**src/rtl/wbs_regfile_pkg.sv**
```systemverilog
package wbs_regfile_pkg;
  // Phase of a transfer in wait-state mode
  typedef enum logic [0:0] {
    PH_ADDR = 1'b0,
    PH_DATA = 1'b1
  } wbs_phase_e;
endpackage

```
**src/rtl/wbs_addr_stage.sv**
```systemverilog
module wbs_addr_stage
  import wbs_regfile_pkg::*;
#(
  parameter int ADR_W      = 4,
  parameter bit WAIT_STATE = 1'b1
) (
  input  logic             clk_i,
  input  logic             rst_ni,
  input  logic             req_i,
  input  logic [ADR_W-1:0] adr_i,
  output logic [ADR_W-1:0] eff_adr_o,
  output logic             ack_o,
  output logic             err_o
);
  if (WAIT_STATE) begin : g_wait
    wbs_phase_e       phase_q;
    logic [ADR_W-1:0] adr_q;

    always_ff @(posedge clk_i) begin
      if (!rst_ni) begin
        phase_q <= PH_ADDR;
        adr_q   <= '0;
      end else begin
        unique case (phase_q)
          PH_ADDR: if (req_i) begin
            phase_q <= PH_DATA;
            adr_q   <= adr_i;
          end
          PH_DATA: phase_q <= PH_ADDR;
          default: phase_q <= PH_ADDR;
        endcase
      end
    end

    assign eff_adr_o = adr_q;
    assign ack_o     = (phase_q == PH_DATA) && req_i;
    assign err_o     = (phase_q == PH_DATA) && !req_i;
  end else begin : g_direct
    logic unused_clk;
    assign unused_clk = clk_i ^ rst_ni;
    assign eff_adr_o  = adr_i;
    assign ack_o      = req_i;
    assign err_o      = 1'b0;
  end
endmodule

```
**src/rtl/wbs_decode.sv**
```systemverilog
module wbs_decode #(
  parameter int ADR_W = 4,
  parameter int DEPTH = 8
) (
  input  logic [ADR_W-1:0]         adr_i,
  output logic                     hit_o,
  output logic [$clog2(DEPTH)-1:0] idx_o
);
  localparam int IDX_W = $clog2(DEPTH);

  assign hit_o = ({1'b0, adr_i} < (ADR_W+1)'(DEPTH));
  assign idx_o = adr_i[IDX_W-1:0];
endmodule

```
**src/rtl/wbs_reg_bank.sv**
```systemverilog
module wbs_reg_bank #(
  parameter int DATA_W = 16,
  parameter int DEPTH  = 8
) (
  input  logic                     clk_i,
  input  logic                     rst_ni,
  input  logic                     wr_en_i,
  input  logic [$clog2(DEPTH)-1:0] idx_i,
  input  logic [DATA_W-1:0]        wr_data_i,
  input  logic [DATA_W/8-1:0]      wr_sel_i,
  output logic [DATA_W-1:0]        rd_data_o
);
  localparam int LANES = DATA_W / 8;

  logic [DATA_W-1:0] words [DEPTH];

  for (genvar w = 0; w < DEPTH; w++) begin : g_word
    logic [DATA_W-1:0] word_q;
    logic              hit_w;
    assign hit_w = wr_en_i && (idx_i == w[$clog2(DEPTH)-1:0]);

    always_ff @(posedge clk_i) begin
      if (!rst_ni) begin
        word_q <= '0;
      end else if (hit_w) begin
        for (int l = 0; l < LANES; l++) begin
          if (wr_sel_i[l]) word_q[l*8 +: 8] <= wr_data_i[l*8 +: 8];
        end
      end
    end

    assign words[w] = word_q;
  end

  assign rd_data_o = words[idx_i];
endmodule

```
**src/rtl/wbs_regfile.sv**
```systemverilog
module wbs_regfile #(
  parameter int DATA_W     = 16,
  parameter int ADR_W      = 4,
  parameter int DEPTH      = 8,
  parameter bit WAIT_STATE = 1'b1
) (
  input  logic                clk_i,
  input  logic                rst_ni,
  input  logic                wb_cyc_i,
  input  logic                wb_stb_i,
  input  logic                wb_we_i,
  input  logic [ADR_W-1:0]    wb_adr_i,
  input  logic [DATA_W-1:0]   wb_dat_i,
  input  logic [DATA_W/8-1:0] wb_sel_i,
  output logic [DATA_W-1:0]   wb_dat_o,
  output logic                wb_ack_o,
  output logic                wb_err_o
);
  localparam int IDX_W = $clog2(DEPTH);

  logic             req;
  logic [ADR_W-1:0] eff_adr;
  logic             hit;
  logic [IDX_W-1:0] idx;
  logic [DATA_W-1:0] rd_word;

  assign req = wb_cyc_i && wb_stb_i;

  wbs_addr_stage #(.ADR_W(ADR_W), .WAIT_STATE(WAIT_STATE)) u_stage (
    .clk_i    (clk_i),
    .rst_ni   (rst_ni),
    .req_i    (req),
    .adr_i    (wb_adr_i),
    .eff_adr_o(eff_adr),
    .ack_o    (wb_ack_o),
    .err_o    (wb_err_o)
  );

  wbs_decode #(.ADR_W(ADR_W), .DEPTH(DEPTH)) u_dec (
    .adr_i(eff_adr),
    .hit_o(hit),
    .idx_o(idx)
  );

  wbs_reg_bank #(.DATA_W(DATA_W), .DEPTH(DEPTH)) u_bank (
    .clk_i    (clk_i),
    .rst_ni   (rst_ni),
    .wr_en_i  (wb_ack_o && wb_we_i && hit),
    .idx_i    (idx),
    .wr_data_i(wb_dat_i),
    .wr_sel_i (wb_sel_i),
    .rd_data_o(rd_word)
  );

  assign wb_dat_o = (wb_ack_o && !wb_we_i && hit) ? rd_word : '0;
endmodule

```
**config.mk**
```make
export PLATFORM = sky130hd
export DESIGN_NAME = wbs_regfile
export DESIGN_NICKNAME = d
export VERILOG_FILES = /design/src/rtl/wbs_regfile_pkg.sv /design/src/rtl/wbs_addr_stage.sv /design/src/rtl/wbs_decode.sv /design/src/rtl/wbs_reg_bank.sv /design/src/rtl/wbs_regfile.sv
export SDC_FILE = /design/constraint.sdc
export NUM_CORES = 1
export LEC_CHECK = 0
export ABC_CLOCK_PERIOD_IN_PS = 4570
export BUFFER_PORTS_ARGS = -buffer_cell sky130_fd_sc_hd__buf_2
export CORE_MARGIN = 4
export CORE_UTILIZATION = 50
export CTS_CLUSTER_SIZE = 30
export DETAILED_ROUTE_END_ITERATION = 16
export PLACE_DENSITY = 0.71
export REMOVE_ABC_BUFFERS = 1
export SETUP_SLACK_MARGIN = 0.15
export SKIP_LAST_GASP = 1
export SYNTH_ARGS = -nofsm -noshare
export SYNTH_HDL_FRONTEND = slang
export SYNTH_SLANG_ARGS = --single-unit
```
**constraint.sdc**
```tcl
create_clock -name clk_i -period 4.57 [get_ports clk_i]
set_input_delay 0.914 -clock clk_i [delete_from_list [all_inputs] [get_ports clk_i]]
set_output_delay 0.914 -clock clk_i [all_outputs]
set_load 0.1 [all_outputs]
```
==> results.py <==
metrics = {
    "logic_synthesis": {
        "syn_inst": 531,
        "synth_flop_cell": "dfxtp_1",
        "ys_ff_latch": 133,
        "synth_cell_types": 28,
        "yosysWarningCount": 0,
        "synth_fa_ha_area_share_pct": 0,
        "synthesis.area_um2": 5916,
        "postSynthAreaPerCell_um2": 11.14,
        "synth_top_family_by_area": "multiplexers",
        "synth_edf_count": 0,
        "synth_compound_area_share_pct": 2.496,
        "seq_area_frac_synth_pct": 45.01,
        "synth-simple-area-share_pct": 15.08,
        "muxShareOfSynthArea_pct": 34.52,
        "synth-async-reset-ratio_pct": 0,
        "yosys.area_share.xor_xnor_pct": 0,
    },
    "cts": {
        "cts_hold_buffers": 0,
        "cts_buffer_depth": 2,
        "clk_latency_ns": 0.42,
        "cts_tree": "yes",
        "cts_setup_buffers": 0,
        "cts_root_buffer": "clkbuf_16",
        "clock_sinks": 133,
        "cts_buffers": 17,
        "htree_levels": 4,
        "ctsResizeCount": 0,
        "clk_pin_slew_worst_paths_ns": 0.06,
    },
    "final_layout": {
        "fin_nets": 598,
        "final_common_cell": "nand2_1",
        "area_growth_pct": 19.04,
        "diodes": 0,
        "final_cell_mix": "nand2_1, mux2i_1, dfxtp_1",
        "stdcell_area_um2": 7042,
        "fin_util_pct": 61.15,
        "final_layout_size_suffix_gt1_share_pct": 23.16,
    },
    "grt": {
        "grtUsageTotal_pct": 21.22,
        "grt_pass1_vias": 4203,
        "grt_antenna_before_repair": 0,
        "grt_max_degree": 105,
        "grt_overflow": 0,
        "grt_pass1_wl_um": 21950,
    },
    "die": {
        "ios": 45,
        "die_area_um2": 13640,
        "die_h_um": 116.8,
        "placementRows": 39,
        "initial_core_util_pct": 51.37,
        "core_area_um2": 11520,
        "die-width_um": 116.8,
    },
    "sta": {
        "fin_crit_sh_pct": 81.17,
        "slew_headroom_pct": 23.09,
        "final_hold_viol_count": 0,
        "hold_slack_ns": 0.4548,
        "rsz0062_at_grt": "no",
        "clock_skew_ns": 0.006029,
        "maxSlewViolCount": 0,
        "timing.fmax_mhz": 269.6,
        "finalSetupViolations": 0,
        "fin_tns_setup_ns": 0,
        "fin_crit_ns": 3.709,
        "worst-slew-pin-transition_ns": 1.149,
    },
    "setup_path": {
        "crit_family": "flip-flops",
        "cp-start-kind": "flip-flop",
        "cp_max_fo": 26,
        "crit_required_ns": 3.66,
        "worstSetupPathType": "flip-flop to output pin",
        "reg2reg_depth": 4,
        "worstReg2RegStart": "u_stage.eff_adr_o[0]$_SDFFE_PN0P_",
        "cp_data_arrival_time_ns": 2.80,
        "timing.rr.end": "u_bank.g_word[7].word_q[14]$_SDFFE_PN0P_",
        "path_cells": "buf_4 > mux4_2 > a22o_1 > buf_12",
        "slowest_delay_ns": 0.85,
        "worstSetupEndpointType": "output pin",
        "worst-path-buf-inv": 2,
        "reg2reg_slack_ns": 1.66,
        "cp_slowest_cell": "dfxtp_2",
    },
    "drt": {
        "vias_per_cell": 5.613,
        "num_vias": 4075,
        "dr.pass1.iters": 4,
        "wl_met3_um": 503,
        "ant_nets": 0,
        "post-route-drc-count": 0,
        "top_layer_used": "met4",
        "wire_per_inst_um": 18.57,
        "route.layer.met1.wl_um": 5833,
        "first_iter_violations": 272,
        "drt_wl_total_um": 13480,
        "met2WireLength_um": 6936,
    },
    "power_and_ir_drop": {
        "power_density_nw_per_um2": 359.1,
        "p_leak_nw": 2.929,
        "power_w": 0.002528,
        "ir_drop_mv": 0.2816,
    },
    "placement": {
        "post_dp_cell_area_um2": 6499,
        "port_buffers": 44,
        "place_congestion": 0.7506,
        "dpl.hpwl_um": 8294,
    },
    "min_path": {
        "worstHoldStart": "u_bank.g_word[7].word_q[2]$_SDFFE_PN0P_",
        "holdPathStages": 2,
        "hold_path.class": "flip-flop to flip-flop",
        "hold_end": "u_bank.g_word[7].word_q[2]$_SDFFE_PN0P_",
    },
    "status": {
        "status": "finished, final reports clean",
    },
    "flow_run": {
        "maxCapViolations": 0,
    },
}
-- worst max-delay path by stage --
stage,startpoint,end,slack (ns),depth (start not counted)
after floorplan,wb_cyc_i,wb_dat_o[0],0.49,3
final,u_stage.eff_adr_o[0]$_SDFFE_PN0P_,wb_dat_o[14],0.86,4
after detailed placement,wb_stb_i,wb_dat_o[14],0.91,7
after CTS,u_stage.eff_adr_o[0]$_SDFFE_PN0P_,wb_dat_o[15],0.80,4
after global placement,wb_cyc_i,wb_dat_o[10],1.04,7
after global routing,u_stage.eff_adr_o[0]$_SDFFE_PN0P_,wb_dat_o[14],0.68,4
-- layout make-up --
class                      count  area (um2)
clock buffer                  21       460.4
fill                         960        4474
multi-input combinational    363        3109
sequential                   133        2665
inverter                       2       7.507
clock inverter                10       82.58
timing repair buffer          54       538.0
tap                          143       178.9
-- flip-flops by register name, indices dropped and copies added (netlist names) --
signal / cells
u_bank.g_word.word_q: 128
u_stage.eff_adr_o: 4
u_stage.g_wait.phase_q: 1
-- metal layers --
layer	track usage, %	vias to the layer above
met3	4.216	17
met1	26.43	2018
li1	-	1963
met4	7.798	0
met5	0	-
met2	36.59	77
-- stage by stage --
| stage | instances | setup slack (ns) |
|---|---|---|
| 6_report | 726 | 0.8607 |
| 5_1_grt | 726 | 0.6764 |
| 4_1_cts | 726 | 0.7974 |
| 3_5_place_dp | 695 | 0.9097 |
| 3_3_place_gp | 695 | 1.035 |
| 2_1_floorplan | 498 | 0.4898 |
-- cells in the mapped netlist (all sizes together) (2+ instances only) --
cell type / number / share of area [%]
nand2: 145 / 9.2
nor2b: 2 / 0.21
clkbuf: 15 / 0.95
nor2: 6 / 0.38
nor3b: 5 / 0.63
nand3b: 3 / 0.59
nor3: 3 / 0.82
mux4: 32 / 12
and3: 2 / 0.21
and3b: 2 / 0.30
inv: 2 / 0.13
dfxtp: 133 / 45
buf: 18 / 1.8
mux2i: 132 / 22
nand4: 4 / 0.85
nor4: 2 / 0.57
a22o: 16 / 2.4
nand3: 5 / 0.76
or3b: 2 / 0.30
-- worst register-to-register path: stages, from the launching register on --
cell     delay [ns]
dfxtp_2        0.85
buf_4          0.50
and3_1         0.26
nor3b_2        0.93
mux2i_1        0.29
-- power breakdown --
part	switching, W	internal (W)
clock network	0.000489	0.000766
registers	0.0000148	0.00116
logic	0.0000624	0.0000334
-- cell families after synthesis --
logic type             Yosys count
AO/OA/AOI/OAI                   17
buffers and inverters           35
flip-flops                     133
multiplexers                   164
AND/OR/NAND/NOR                182
No activity file was read; power rests on OpenSTA's default activity.
